## src/rtl/rnd_pkg.sv

```systemverilog
package rnd_pkg;

   typedef enum logic [1:0] {
      RM_NEAREST = 2'b00,
      RM_ZERO    = 2'b01,
      RM_DOWN    = 2'b10,
      RM_UP      = 2'b11
   } rmode_e;

   typedef enum logic [2:0] {
      CLS_NORM = 3'd0,
      CLS_ZERO = 3'd1,
      CLS_UNFL = 3'd2,
      CLS_INF  = 3'd3,
      CLS_NAN  = 3'd4
   } cls_e;

   localparam int CC_N   = 3;
   localparam int CC_Z   = 2;
   localparam int CC_I   = 1;
   localparam int CC_NAN = 0;

   // Decide whether the magnitude grows by one lsb.
   function automatic logic round_up(input rmode_e mode, input logic sign,
                                     input logic lsb, input logic [2:0] grs);
      logic any;
      any = |grs;
      case (mode)
         RM_NEAREST: round_up = grs[2] & (grs[1] | grs[0] | lsb);
         RM_ZERO:    round_up = 1'b0;
         RM_DOWN:    round_up = sign & any;
         default:    round_up = ~sign & any;
      endcase
   endfunction

endpackage

```

## src/rtl/rnd_classify.sv

```systemverilog
module rnd_classify import rnd_pkg::*; #(
   parameter int EXP_W     = 14,
   parameter int EXP_OUT_W = 11
) (
   input  logic             nan_i,
   input  logic             inf_i,
   input  logic             int_i,
   input  logic [EXP_W-1:0] exp_i,
   output cls_e             cls_o
);

   localparam int BIAS = (1 << (EXP_OUT_W - 1)) - 1;
   localparam int EMIN = 1 - BIAS;
   localparam logic signed [EXP_W-1:0] EMIN_S = EXP_W'(EMIN);

   logic too_small;

   // underflow is judged on the raw exponent, before any rounding
   assign too_small = $signed(exp_i) < EMIN_S;

   always_comb begin
      if (nan_i)          cls_o = CLS_NAN;
      else if (inf_i)     cls_o = CLS_INF;
      else if (!int_i)    cls_o = CLS_ZERO;
      else if (too_small) cls_o = CLS_UNFL;
      else                cls_o = CLS_NORM;
   end

endmodule

```

## src/rtl/rnd_increment.sv

```systemverilog
module rnd_increment import rnd_pkg::*; #(
   parameter int FRAC_W          = 52,
   parameter bit CARRY_LOOKAHEAD = 1'b1
) (
   input  logic [1:0]        rmode_i,
   input  logic              sign_i,
   input  logic [FRAC_W-1:0] frac_i,
   input  logic [2:0]        grs_i,
   output logic [FRAC_W-1:0] frac_o,
   output logic              carry_o,
   output logic              inexact_o
);

   logic up;

   assign up        = round_up(rmode_e'(rmode_i), sign_i, frac_i[0], grs_i);
   assign inexact_o = |grs_i;

   generate
      if (CARRY_LOOKAHEAD) begin : g_cla
         // carry known from the all-ones test, in parallel with the adder
         assign frac_o  = frac_i + FRAC_W'(up);
         assign carry_o = up & (&frac_i);
      end else begin : g_ripple
         logic [FRAC_W:0] sum;
         assign sum     = {1'b0, frac_i} + {{FRAC_W{1'b0}}, up};
         assign frac_o  = sum[FRAC_W-1:0];
         assign carry_o = sum[FRAC_W];
      end
   endgenerate

endmodule

```

## src/rtl/rnd_pack.sv

```systemverilog
module rnd_pack import rnd_pkg::*; #(
   parameter int EXP_W     = 14,
   parameter int EXP_OUT_W = 11,
   parameter int FRAC_W    = 52
) (
   input  cls_e                            cls_i,
   input  logic                            sign_i,
   input  logic [EXP_W-1:0]                exp_i,
   input  logic [FRAC_W-1:0]               frac_i,
   input  logic                            carry_i,
   input  logic                            inexact_i,
   input  logic [1:0]                      rmode_i,
   output logic [1+EXP_OUT_W+FRAC_W-1:0]   result_o,
   output logic                            unfl_o,
   output logic                            ovfl_o,
   output logic                            inex_o,
   output logic [3:0]                      cc_o
);

   localparam int RES_W = 1 + EXP_OUT_W + FRAC_W;
   localparam int BIAS  = (1 << (EXP_OUT_W - 1)) - 1;
   localparam int EMAX  = BIAS;
   localparam logic signed [EXP_W:0] EMAX_S = (EXP_W+1)'(EMAX);
   localparam logic [EXP_W:0]        BIAS_X = (EXP_W+1)'(BIAS);
   localparam logic [EXP_OUT_W-1:0]  E_ONES = '1;
   localparam logic [EXP_OUT_W-1:0]  E_MAXF = {{(EXP_OUT_W-1){1'b1}}, 1'b0};

   logic signed [EXP_W:0] exp_adj;
   logic                  ovf;
   logic                  to_max;
   logic [EXP_W:0]        bsum;
   rmode_e                mode;

   assign mode    = rmode_e'(rmode_i);
   // renormalization after a mantissa carry bumps the exponent
   assign exp_adj = $signed({exp_i[EXP_W-1], exp_i}) + $signed({{EXP_W{1'b0}}, carry_i});
   assign ovf     = exp_adj > EMAX_S;
   assign bsum    = exp_adj + BIAS_X;
   assign to_max  = (mode == RM_ZERO) || (mode == RM_DOWN && !sign_i) ||
                    (mode == RM_UP && sign_i);

   always_comb begin
      result_o = '0;
      unfl_o   = 1'b0;
      ovfl_o   = 1'b0;
      inex_o   = 1'b0;
      case (cls_i)
         CLS_NAN:  result_o = {1'b0, E_ONES, 1'b1, {(FRAC_W-1){1'b0}}};
         CLS_INF:  result_o = {sign_i, E_ONES, {FRAC_W{1'b0}}};
         CLS_ZERO: result_o = {sign_i, {(RES_W-1){1'b0}}};
         CLS_UNFL: begin
            result_o = {sign_i, {(RES_W-1){1'b0}}};
            unfl_o   = 1'b1;
            inex_o   = 1'b1;
         end
         default: begin
            if (ovf) begin
               ovfl_o = 1'b1;
               inex_o = 1'b1;
               if (to_max) result_o = {sign_i, E_MAXF, {FRAC_W{1'b1}}};
               else        result_o = {sign_i, E_ONES, {FRAC_W{1'b0}}};
            end else begin
               result_o = {sign_i, bsum[EXP_OUT_W-1:0], frac_i};
               inex_o   = inexact_i;
            end
         end
      endcase
   end

   // condition codes from the class decision, independent of the packed word
   always_comb begin
      cc_o         = '0;
      cc_o[CC_N]   = (cls_i == CLS_NAN) ? 1'b0 : sign_i;
      cc_o[CC_Z]   = (cls_i == CLS_ZERO) || (cls_i == CLS_UNFL);
      cc_o[CC_I]   = (cls_i == CLS_INF) || (cls_i == CLS_NORM && ovf && !to_max);
      cc_o[CC_NAN] = (cls_i == CLS_NAN);
   end

endmodule

```

## src/rtl/rnd_post_unit.sv

```systemverilog
module rnd_post_unit import rnd_pkg::*; #(
   parameter int EXP_W           = 14,
   parameter int FRAC_W          = 52,
   parameter int EXP_OUT_W       = 11,
   parameter bit REG_MID         = 1'b1,
   parameter bit CARRY_LOOKAHEAD = 1'b1
) (
   input  logic                          clk,
   input  logic                          rst_n,
   input  logic                          in_valid,
   input  logic                          in_sign,
   input  logic [EXP_W-1:0]              in_exp,
   input  logic                          in_int,
   input  logic [FRAC_W-1:0]             in_frac,
   input  logic [2:0]                    in_grs,
   input  logic                          in_nan,
   input  logic                          in_inf,
   input  logic [1:0]                    in_rmode,
   output logic                          out_valid,
   output logic [1+EXP_OUT_W+FRAC_W-1:0] out_result,
   output logic                          out_unfl,
   output logic                          out_ovfl,
   output logic                          out_inex,
   output logic [3:0]                    out_cc
);

   localparam int RES_W = 1 + EXP_OUT_W + FRAC_W;

   // elaboration-time parameter checks
   generate
      if (EXP_W < EXP_OUT_W + 2) begin : g_bad_exp
         $error("rnd_post_unit: EXP_W must exceed EXP_OUT_W by at least 2");
      end
      if (FRAC_W < 2) begin : g_bad_frac
         $error("rnd_post_unit: FRAC_W must be at least 2");
      end
      if (EXP_OUT_W < 3) begin : g_bad_eout
         $error("rnd_post_unit: EXP_OUT_W must be at least 3");
      end
   endgenerate

   // ---------------- front: classify and round ----------------
   cls_e              a_cls;
   logic [FRAC_W-1:0] a_frac;
   logic              a_carry;
   logic              a_inexact;

   rnd_classify #(.EXP_W(EXP_W), .EXP_OUT_W(EXP_OUT_W)) u_cls (
      .nan_i (in_nan),
      .inf_i (in_inf),
      .int_i (in_int),
      .exp_i (in_exp),
      .cls_o (a_cls)
   );

   rnd_increment #(.FRAC_W(FRAC_W), .CARRY_LOOKAHEAD(CARRY_LOOKAHEAD)) u_inc (
      .rmode_i   (in_rmode),
      .sign_i    (in_sign),
      .frac_i    (in_frac),
      .grs_i     (in_grs),
      .frac_o    (a_frac),
      .carry_o   (a_carry),
      .inexact_o (a_inexact)
   );

   // ---------------- optional middle register ----------------
   logic              b_valid;
   cls_e              b_cls;
   logic              b_sign;
   logic [EXP_W-1:0]  b_exp;
   logic [FRAC_W-1:0] b_frac;
   logic              b_carry;
   logic              b_inexact;
   logic [1:0]        b_rmode;

   generate
      if (REG_MID) begin : g_mid
         always_ff @(posedge clk or negedge rst_n) begin
            if (!rst_n) begin
               b_valid   <= 1'b0;
               b_cls     <= CLS_ZERO;
               b_sign    <= 1'b0;
               b_exp     <= '0;
               b_frac    <= '0;
               b_carry   <= 1'b0;
               b_inexact <= 1'b0;
               b_rmode   <= '0;
            end else begin
               b_valid <= in_valid;
               if (in_valid) begin
                  b_cls     <= a_cls;
                  b_sign    <= in_sign;
                  b_exp     <= in_exp;
                  b_frac    <= a_frac;
                  b_carry   <= a_carry;
                  b_inexact <= a_inexact;
                  b_rmode   <= in_rmode;
               end
            end
         end
      end else begin : g_flow
         assign b_valid   = in_valid;
         assign b_cls     = a_cls;
         assign b_sign    = in_sign;
         assign b_exp     = in_exp;
         assign b_frac    = a_frac;
         assign b_carry   = a_carry;
         assign b_inexact = a_inexact;
         assign b_rmode   = in_rmode;
      end
   endgenerate

   // ---------------- back: overflow check and packing ----------------
   logic [RES_W-1:0] p_result;
   logic             p_unfl;
   logic             p_ovfl;
   logic             p_inex;
   logic [3:0]       p_cc;

   rnd_pack #(.EXP_W(EXP_W), .EXP_OUT_W(EXP_OUT_W), .FRAC_W(FRAC_W)) u_pack (
      .cls_i     (b_cls),
      .sign_i    (b_sign),
      .exp_i     (b_exp),
      .frac_i    (b_frac),
      .carry_i   (b_carry),
      .inexact_i (b_inexact),
      .rmode_i   (b_rmode),
      .result_o  (p_result),
      .unfl_o    (p_unfl),
      .ovfl_o    (p_ovfl),
      .inex_o    (p_inex),
      .cc_o      (p_cc)
   );

   always_ff @(posedge clk or negedge rst_n) begin
      if (!rst_n) begin
         out_valid  <= 1'b0;
         out_result <= '0;
         out_unfl   <= 1'b0;
         out_ovfl   <= 1'b0;
         out_inex   <= 1'b0;
         out_cc     <= '0;
      end else begin
         out_valid <= b_valid;
         if (b_valid) begin
            out_result <= p_result;
            out_unfl   <= p_unfl;
            out_ovfl   <= p_ovfl;
            out_inex   <= p_inex;
            out_cc     <= p_cc;
         end
      end
   end

endmodule

```

## config.mk

```make
export PLATFORM = sky130hd
export DESIGN_NAME = rnd_post_unit
export DESIGN_NICKNAME = d
export VERILOG_FILES = /design/src/rtl/rnd_pkg.sv /design/src/rtl/rnd_classify.sv /design/src/rtl/rnd_increment.sv /design/src/rtl/rnd_pack.sv /design/src/rtl/rnd_post_unit.sv
export SDC_FILE = /design/constraint.sdc
export NUM_CORES = 1
export LEC_CHECK = 0
export BUFFER_PORTS_ARGS = -buffer_cell sky130_fd_sc_hd__clkbuf_2
export CORE_MARGIN = 2
export CORE_UTILIZATION = 40
export CTS_CLUSTER_SIZE = 14
export DETAILED_ROUTE_END_ITERATION = 8
export RECOVER_POWER = 25
export SETUP_SLACK_MARGIN = 0.2
export SYNTH_ARGS = -nofsm -noshare
export SYNTH_HDL_FRONTEND = slang
export SYNTH_HIERARCHICAL = 1
export SYNTH_SLANG_ARGS = --single-unit
```

## constraint.sdc

```tcl
create_clock -name clk -period 4.2 [get_ports clk]
set_clock_uncertainty 0.2 [all_clocks]
set_input_delay 0.42 -clock clk [delete_from_list [all_inputs] [get_ports clk]]
set_output_delay 0.42 -clock clk [all_outputs]
set_load 0.02 [all_outputs]
```

==> flow_summary_export.csv, run 1 <==
group,metric,value,unit
outcome,status,"finished, violations left",
outcome,violations,"capacitance limit, slew limit",
floorplanning,start_util,40.9,%
critical_path,cp-end-kind,"flop",
synth,yosysSeqAreaShare,44.4,%
detailed_routing,wirelength,19400,um
worst_hold_path,min_from,"in_exp[7]",
synth,syn_area,0.00830,mm^2
clock_network,postCtsSetupRepairBufs,0,
placement,dpl_worst_slack,359,ps
floorplanning,design.die.area,0.0219,mm^2
grt,grt_start_max_net_pins,92,
floorplanning,core_area,0.0203,mm^2
placement,gp_congestion,0.811,
synth,ys_warn_count,6,
placement,port-buffer-count,149,
detailed_routing,wire_per_inst,17.7,um
floorplanning,rows,52,
critical_path,critical_path.top_delay_family,"simple AND/OR/NAND/NOR gates",
synth,ys_ff_latch,147,
clock_network,path_clk_slew,60,ps
clock_network,numClockSinks,147,
clock_network,cts_buffers,17,
detailed_routing,via_count,5712,
floorplanning,fp.dieW,148,um
sta,hold_slack,36.6,ps
grt,antenna_found_initial,0,
sta,setup-violations-final,0,
synth,synth_cells,681,
sta,slew_headroom,-56.6,%
placement,dpl.hpwl,13500,um
synth,netlist_top_cells_area,"dfrtp_1 (44%), mux2_4 (13%), mux2_2 (10%)",
sta,period_share,83.7,%
critical_path,r2r_start,"b_exp[0]",
run,drv_cap,2,
cells_and_area,final_util,48.0,%
pwr,p_total,4.81,mW
cells_and_area,final_common_cell,"dfrtp_1",
pwr,power_density,494,mW/mm^2
synth,synth_edf_count,0,
grt,grt_pass1_vias,6008,
critical_path,cp_slowest_cell,"or4b_1",
clock_network,cts_tree,"done",
detailed_routing,dr.pass1.iters,4,
critical_path,crit_buf_inv,2,
pwr,leakage,4.41,nW
sta,hold_viol,0,
placement,dpl.cell_count,1067,
grt,grtUsageTotal,18.5,%
sta,tightest_slew,2350,ps
cells_and_area,nFillCells,1923,
cells_and_area,final_cells,1099,
synth,avgSynthCellArea,12.2,um^2
synth,synth_top_area_share,44.0,%
clock_network,htreeDepth,4,
grt,gr-total-overflow,0,
critical_path,critical_path_peak_fanout,21,
cells_and_area,nNetsFinal,901,
critical_path,cp_slowest_stage_delay,490,ps
critical_path,cp-start-kind,"flop",
sta,max_freq,284,MHz
cells_and_area,diodes,0,
sta,grt_setup_unrepaired,"no",
cells_and_area,design_area,0.00974,mm^2
critical_path,cp_cell_sequence,"ha_1 > xnor2_1 > inv_1 > ha_1 > or4b_1 > nor4_1 > a311o_2 > buf_4 > mux2i_1 > o21ai_1 > mux2_2",
synth,ys.flop_type,"dfrtp_1",
critical_path,critPathKind,"flop to flop",
pwr,vdd_drop_max,342,uV
sta,tns,0,ps
cells_and_area,area_delta_synth_final,17.4,%
synth,synth_top_area_cell,"dfrtp_1",
floorplanning,die-height,148,um
clock_network,clk-insertion-delay-late,410,ps
detailed_routing,vias_per_cell,5.20,
detailed_routing,drc,0,
placement,place_area,0.00913,mm^2
synth,synth_nets,765,
cells_and_area,drive_gt1_share,39.6,%
cells_and_area,multi_input_area,0.00417,mm^2
critical_path,cp_data_required_time,4300,ps
critical_path,crit_arrival,3620,ps
grt,grt_pass1_wl,32100,um
sta,setup_ws,683,ps
synth,synth.distinct_cells,57,
floorplanning,io_pins,150,
critical_path,cp_common_cell,"ha_1",
critical_path,crit_start,"b_exp[0]",
synth,synthArstFlopShare,100,%
worst_hold_path,hp-class,"primary input to flop",
clock_network,clockRootBuffer,"clkbuf_16",
cells_and_area,final_cell_mix,"dfrtp_1 (145), clkbuf_2 (143), mux2_2 (75)",
sta,finalCriticalPeriod,3520,ps
detailed_routing,drt_iter0_drc,272,
sta,finalMaxSlewViolations,147,
cells_and_area,seqCellArea,0.00368,mm^2
clock_network,clockBufferDepth,2,
detailed_routing,detail-route-antenna-nets,0,
## cells in the mapped netlist (3+ instances only)
master,n
inv_1,10
buf_2,12
mux2_2,75
nor2b_1,5
xnor2_1,46
nor2_1,22
mux2_4,70
nand3_1,26
nand2b_1,3
ha_1,6
nand2_1,24
mux2i_1,3
nand4_1,26
buf_6,23
o21ai_0,7
a21oi_1,11
o21a_1,51
and2_1,3
xor2_1,20
o21ai_1,7
nor3_1,14
dfrtp_1,146
and3_1,11
and4_1,9
or3_1,5
nor4_1,4
a211oi_1,3
clkbuf_1,4
## sequential cells by signal, indices dropped and copies added (netlist names), 2 cells and up
| register | count |
|---|---|
| out_cc | 4 |
| b_rmode | 2 |
| b_frac | 52 |
| out_result | 64 |
| b_exp | 14 |
| b_cls | 3 |
## path summary, 6_finish.rpt
kind / cells after the start / slack, ps / end
worst min register to register: 1 / 300 / out_result[27]
worst min-delay path: 2 / 40 / b_exp[7]
worst max register to register: 11 / 680 / out_result[52]
worst max-delay path: 11 / 680 / out_result[52]
min in group asynchronous: 2 / 1000 / b_exp[6]
max in group asynchronous: 2 / 1070 / b_valid
## repair_timing
action	4_1_cts	5_1_grt
resized for setup	0	0
hold buffers	1	0
hold endpoints to repair	90	0
## worst reg2reg max path, cell delays in order, from the launching register on
cell	delay, ps
dfrtp_1	390
ha_1	320
xnor2_1	290
inv_1	80
ha_1	190
or4b_1	490
nor4_1	260
a311o_2	330
buf_4	300
mux2i_1	220
o21ai_1	70
mux2_2	280
## power breakdown
group | switching [mW] | total, mW | internal [mW]
sequential | 0.187 | 1.86 | 1.68
clock | 0.616 | 1.74 | 1.13
combinational | 0.653 | 1.20 | 0.552
total | 1.46 | 4.81 | 3.36
## per-layer routing
| layer | wire length [um] | track usage [%] |
|---|---|---|
| met1 | 8840 | 23.8 |
| met2 | 9500 | 31.2 |
| met3 | 846 | 5.25 |
| met4 | 238 | 4.24 |
| met5 | 0 | 0 |
## area by class of cell
cell class	count	share of cell area, %
Clock buffer	18	4.51
Inverter	11	0.424
Clock inverter	13	2.36
Multi-Input combinational cell	482	42.9
Timing Repair Buffer	158	8.56
Sequential cell	147	37.8
Tap cell	270	3.47
## logic make-up after synthesis
logic type	count (synthesis)	synth area share (%)
AOI/OAI and AO/OA	92	7.90
xor gates and xnor gates	66	6.97
adders and majority gates	7	1.03
buffers and inverters	52	4.71
DFF	147	44.4
muxes	148	23.2
and+or+nand+nor	169	11.8
Power figures use the tool's default switching activity.
==> inputs of run 2 (changes only) <==
==> constraint.sdc (replaced) <==
create_clock -name clk -period 3.3 [get_ports clk]
set_clock_uncertainty 0.2 [all_clocks]
set_input_delay 0.33 -clock clk [delete_from_list [all_inputs] [get_ports clk]]
set_output_delay 0.33 -clock clk [all_outputs]
set_load 0.02 [all_outputs]
==> flow_summary_export.csv, run 2 (synthesized netlist as in run 1, its figures left out) <==
group,metric,value,unit
outcome,status,"finished, violations left",
outcome,violations,"capacitance limit, slew limit",
pwr,p_total,5.98,mW
critical_path,critical_path_peak_fanout,30,
clock_network,clockRootBuffer,"clkbuf_16",
sta,tightest_slew,2450,ps
grt,gr-total-overflow,0,
sta,max_freq,324,MHz
floorplanning,start_util,40.9,%
placement,dpl.hpwl,13800,um
sta,grt_setup_unrepaired,"yes",
cells_and_area,nFillCells,1857,
cells_and_area,drive_gt1_share,42.7,%
worst_hold_path,min_to,"b_frac[31]",
critical_path,critPathKind,"flop to flop",
clock_network,numClockSinks,147,
grt,top_usage_layer,"met2",
critical_path,r2r-end,"out_result[19]",
grt,met3_usage,5.68,%
clock_network,clockBufferDepth,2,
floorplanning,rows,52,
detailed_routing,drc,0,
cells_and_area,nNetsFinal,950,
detailed_routing,dr.pass1.iters,4,
grt,antenna_found_initial,0,
detailed_routing,drt_iter0_drc,254,
floorplanning,io_pins,150,
grt,grt_start_max_net_pins,74,
grt,grt_pass1_vias,6136,
critical_path,cp-end-kind,"flop",
run,drv_cap,3,
placement,place_area,0.00934,mm^2
floorplanning,fp.dieW,148,um
critical_path,r2r_cells,10,
pwr,leakage,4.67,nW
worst_hold_path,hp-class,"primary input to flop",
cells_and_area,largest_reg_flops,64,
cells_and_area,area_delta_synth_final,23.0,%
pwr,vdd_drop_max,310,uV
worst_hold_path,min_from,"in_frac[31]",
critical_path,cp_data_required_time,3400,ps
placement,dpl_worst_slack,-17.4,ps
detailed_routing,wirelength,19700,um
sta,finalMaxSlewViolations,183,
sta,slew_headroom,-63.1,%
sta,hold_slack,84.1,ps
clock_network,path_clk_slew,60,ps
placement,gp_congestion,0.818,
clock_network,htreeDepth,4,
clock_network,clk-insertion-delay-late,430,ps
placement,dpl.cell_count,1089,
critical_path,r2r_start,"b_exp[0]",
floorplanning,design.die.area,0.0219,mm^2
grt,grtUsageTotal,18.9,%
detailed_routing,detail-route-antenna-nets,0,
cells_and_area,final_common_cell,"clkbuf_2",
worst_hold_path,hold_depth,3,
cells_and_area,top_register,"out_result",
placement,port-buffer-count,149,
sta,tns,0,ps
sta,finalCriticalPeriod,3080,ps
cells_and_area,final_util,50.3,%
grt,grt_util_met2,31.4,%
sta,setup-violations-final,0,
cells_and_area,design_area,0.0102,mm^2
detailed_routing,via_count,5805,
sta,period_share,93.4,%
grt,grt_pass1_wl,32400,um
critical_path,crit_arrival,3180,ps
detailed_routing,wire_per_inst,17.2,um
cells_and_area,final_cell_mix,"clkbuf_2 (149), dfrtp_1 (145), mux2_2 (72)",
floorplanning,die-height,148,um
floorplanning,core_area,0.0203,mm^2
critical_path,crit_start,"b_exp[0]",
sta,hold_viol,0,
pwr,power_density,586,mW/mm^2
detailed_routing,vias_per_cell,5.06,
clock_network,cts_tree,"done",
critical_path,cp-start-kind,"flop",
sta,setup_ws,217,ps
cells_and_area,diodes,0,
cells_and_area,top_regs,"out_result: 64 flops, b_frac: 52 flops, b_exp: 14 flops",
critical_path,r2r_setup_slack,220,ps
cells_and_area,final_cells,1148,
clock_network,cts_buffers,17,
grt,met1_usage,23.5,%
==> run 2: changes by cell type in the layout (fill, tap and decap cells not counted), moves of 2 or more <==
cell,previous run,this run
buf_12,2,4
buf_4,6,30
buf_6,0,2
bufinv_16,6,3
clkbuf_1,6,3
clkbuf_2,143,149
dlygate4sd3_1,1,19
ha_1,6,3
ha_4,0,2
mux2_1,14,10
mux2_2,75,72
mux2_4,56,63
==> run 2: where the power goes <==
group	total, mW	switching [mW]	internal, mW
combinational	1.66	0.875	0.785
clock	1.97	0.784	1.19
sequential	2.35	0.215	2.14
==> run 2: worst max-delay path by stage <==
stage	endpoint	slack (ps)	cells past startpoint
floorplan	out_result[51]	210	11
global placement	b_frac[51]	4	14
detailed placement	b_frac[51]	-20	14
CTS	out_result[52]	180	10
global route	out_result[13]	100	11
finish	out_result[19]	220	10
==> run 2: final cells by class <==
type	instances	area (um^2)	area share (%)
Timing Repair Buffer	207	1290	12.7
Clock inverter	12	155	1.52
Clock buffer	19	433	4.24
Sequential cell	147	3680	36.1
Inverter	11	41.3	0.404
Multi-Input combinational cell	482	4270	41.8
Tap cell	270	338	3.31
==> run 2: worst max-delay path: stages, from the launching register on <==
cell and delay, ps:
dfrtp_1 410, buf_4 160, ha_4 230, ha_2 180, or4b_4 490, nor4_4 210, a311o_2 330, a21oi_4 110
buf_12 230, o21a_1 130, mux2_2 260
==> run 2: per-layer routing <==
layer,up-vias,routed length (um)
li1,2840,-
met1,2817,8840
met2,124,9590
met3,24,947
met4,0,325
met5,-,0
==> run 2: repair_timing <==
item                       4_1_cts  5_1_grt
setup endpoints to repair       56       63
resized for setup                9       12
hold buffers                    19        0
buffers inserted                 6        3
pin swaps                        8        3
hold endpoints to repair        87        0
==> inputs of run 3 (changes only) <==
--- a/config.mk
+++ b/config.mk
@@ -6,8 +6,11 @@
 export NUM_CORES = 1
 export LEC_CHECK = 0
 export BUFFER_PORTS_ARGS = -buffer_cell sky130_fd_sc_hd__clkbuf_2
+export CAP_MARGIN = 30
 export CORE_MARGIN = 2
 export CORE_UTILIZATION = 40
+export CTS_BUF_LIST = sky130_fd_sc_hd__clkbuf_16
+export CTS_CLUSTER_DIAMETER = 30
 export CTS_CLUSTER_SIZE = 14
 export DETAILED_ROUTE_END_ITERATION = 8
 export RECOVER_POWER = 25
==> flow_summary_export.csv, run 3 (synthesized netlist as in run 1, its figures left out) <==
group,metric,value,unit
critical_path,critical_path_peak_fanout,6,
critical_path,cp_data_required_time,3400,ps
floorplanning,die-height,148,um
grt,antenna_found_initial,0,
outcome,violations,"capacitance limit, slew limit",
sta,finalCriticalPeriod,3100,ps
sta,finalMaxSlewViolations,183,
cells_and_area,final_common_cell,"clkbuf_2",
placement,dpl.hpwl,13800,um
cells_and_area,top_regs,"out_result: 64 flops, b_frac: 52 flops, b_exp: 14 flops",
sta,slew_headroom,-85.6,%
critical_path,cp-end-kind,"flop",
clock_network,clockRootBuffer,"clkbuf_16",
clock_network,clockBufferDepth,2,
cells_and_area,diodes,0,
critical_path,cp-start-kind,"flop",
cells_and_area,area_delta_synth_final,22.8,%
floorplanning,io_pins,150,
clock_network,cts_buffers,17,
detailed_routing,drc,0,
clock_network,clk-insertion-delay-late,420,ps
sta,grt_setup_unrepaired,"yes",
detailed_routing,wirelength,19700,um
worst_hold_path,hp-class,"primary input to flop",
cells_and_area,nNetsFinal,948,
critical_path,critPathKind,"flop to flop",
pwr,power_density,582,mW/mm^2
cells_and_area,top_register,"out_result",
clock_network,cts_tree,"done",
floorplanning,design.die.area,0.0219,mm^2
cells_and_area,nFillCells,1876,
cells_and_area,largest_reg_flops,64,
sta,tightest_slew,2780,ps
clock_network,htreeDepth,4,
detailed_routing,detail-route-antenna-nets,0,
sta,tns,0,ps
outcome,status,"finished, violations left",
cells_and_area,final_cell_mix,"clkbuf_2 (149), dfrtp_1 (145), mux2_2 (74)",
sta,setup-violations-final,0,
grt,grt_start_max_net_pins,74,
sta,max_freq,323,MHz
run,drv_cap,3,
placement,port-buffer-count,149,
floorplanning,core_area,0.0203,mm^2
pwr,leakage,4.65,nW
placement,dpl.cell_count,1090,
floorplanning,fp.dieW,148,um
cells_and_area,drive_gt1_share,43.0,%
grt,gr-total-overflow,0,
clock_network,path_clk_slew,70,ps
cells_and_area,final_cells,1147,
grt,grt_pass1_vias,6027,
grt,grtUsageTotal,18.4,%
detailed_routing,dr.pass1.iters,4,
sta,hold_viol,0,
detailed_routing,wire_per_inst,17.2,um
pwr,vdd_drop_max,436,uV
critical_path,crit_arrival,3200,ps
sta,period_share,93.9,%
detailed_routing,via_count,5793,
detailed_routing,vias_per_cell,5.05,
placement,gp_congestion,0.818,
clock_network,numClockSinks,147,
floorplanning,rows,52,
floorplanning,start_util,40.9,%
grt,grt_pass1_wl,31700,um
detailed_routing,drt_iter0_drc,215,
[run 3: area by class of cell]
type | instances | area (um^2) | share of cell area [%]
Tap cell | 270 | 338 | 3.32
Clock buffer | 17 | 425 | 4.18
Sequential cell | 147 | 3680 | 36.2
Clock inverter | 15 | 146 | 1.44
Timing Repair Buffer | 205 | 1310 | 12.9
Inverter | 11 | 41.3 | 0.405
Multi-Input combinational cell | 482 | 4240 | 41.6
[run 3: worst max-delay path: stages, from the launching register on]
cell	delay (ps)
dfrtp_1	400
ha_2	220
xnor2_2	130
inv_1	60
ha_2	170
or4b_4	520
nor4_4	200
a311o_2	350
mux2i_1	120
maj3_2	340
mux2_4	260
[run 3: repair_timing]
item / CTS / global route
endpoints found under the setup margin: 36 / 62
cloned: 0 / 1
buffers inserted: 0 / 5
hold buffers: 19 / 0
hold endpoints to repair: 87 / 0
gates resized for setup: 5 / 13
pin swaps: 1 / 3
[run 3: per-layer routing]
metal  vias up  wire (um)  global-route usage (%)
met5         -          0                       0
met4         0        328                    6.14
met3        25        909                    4.63
met2       121       9580                    30.7
met1      2816       8860                    23.3
li1       2831          -                       -
[run 3: path summary, 6_finish.rpt]
check / cells after the start / start / slack [ps] / end
max: 10 / b_exp[0] / 200 / out_result[51]
min: 3 / in_frac[31] / 70 / b_frac[31]
max reg2reg: 10 / b_exp[0] / 200 / out_result[51]
min reg2reg: 1 / b_rmode[1] / 300 / b_rmode[1]
max in group asynchronous: 2 / rst_n / 810 / b_valid
min in group asynchronous: 2 / rst_n / 760 / b_exp[9]
[run 3: power by group]
part | internal (mW) | switching (mW) | total [mW] | leakage (nW)
sequential | 2.13 | 0.216 | 2.35 | 1.78
combinational | 0.790 | 0.877 | 1.67 | 2.60
clock | 1.06 | 0.846 | 1.91 | 0.275
[run 3: metrics by stage]
step / worst slack, ps / cell area (um^2) / util [%] / power, mW / hold WS (ps)
after floorplan: 211 / 8300 / - / 3.45 / -166
after global placement: 4.36 / 9340 / 46.0 / 3.98 / 203
after detailed placement: -20.8 / 9350 / 46.0 / 4.00 / 206
after CTS: 197 / 10100 / 49.9 / 5.96 / 57.3
after global routing: 37.8 / 10200 / 50.2 / 6.25 / 71.1
final: 201 / 10200 / 50.2 / 5.92 / 73.8
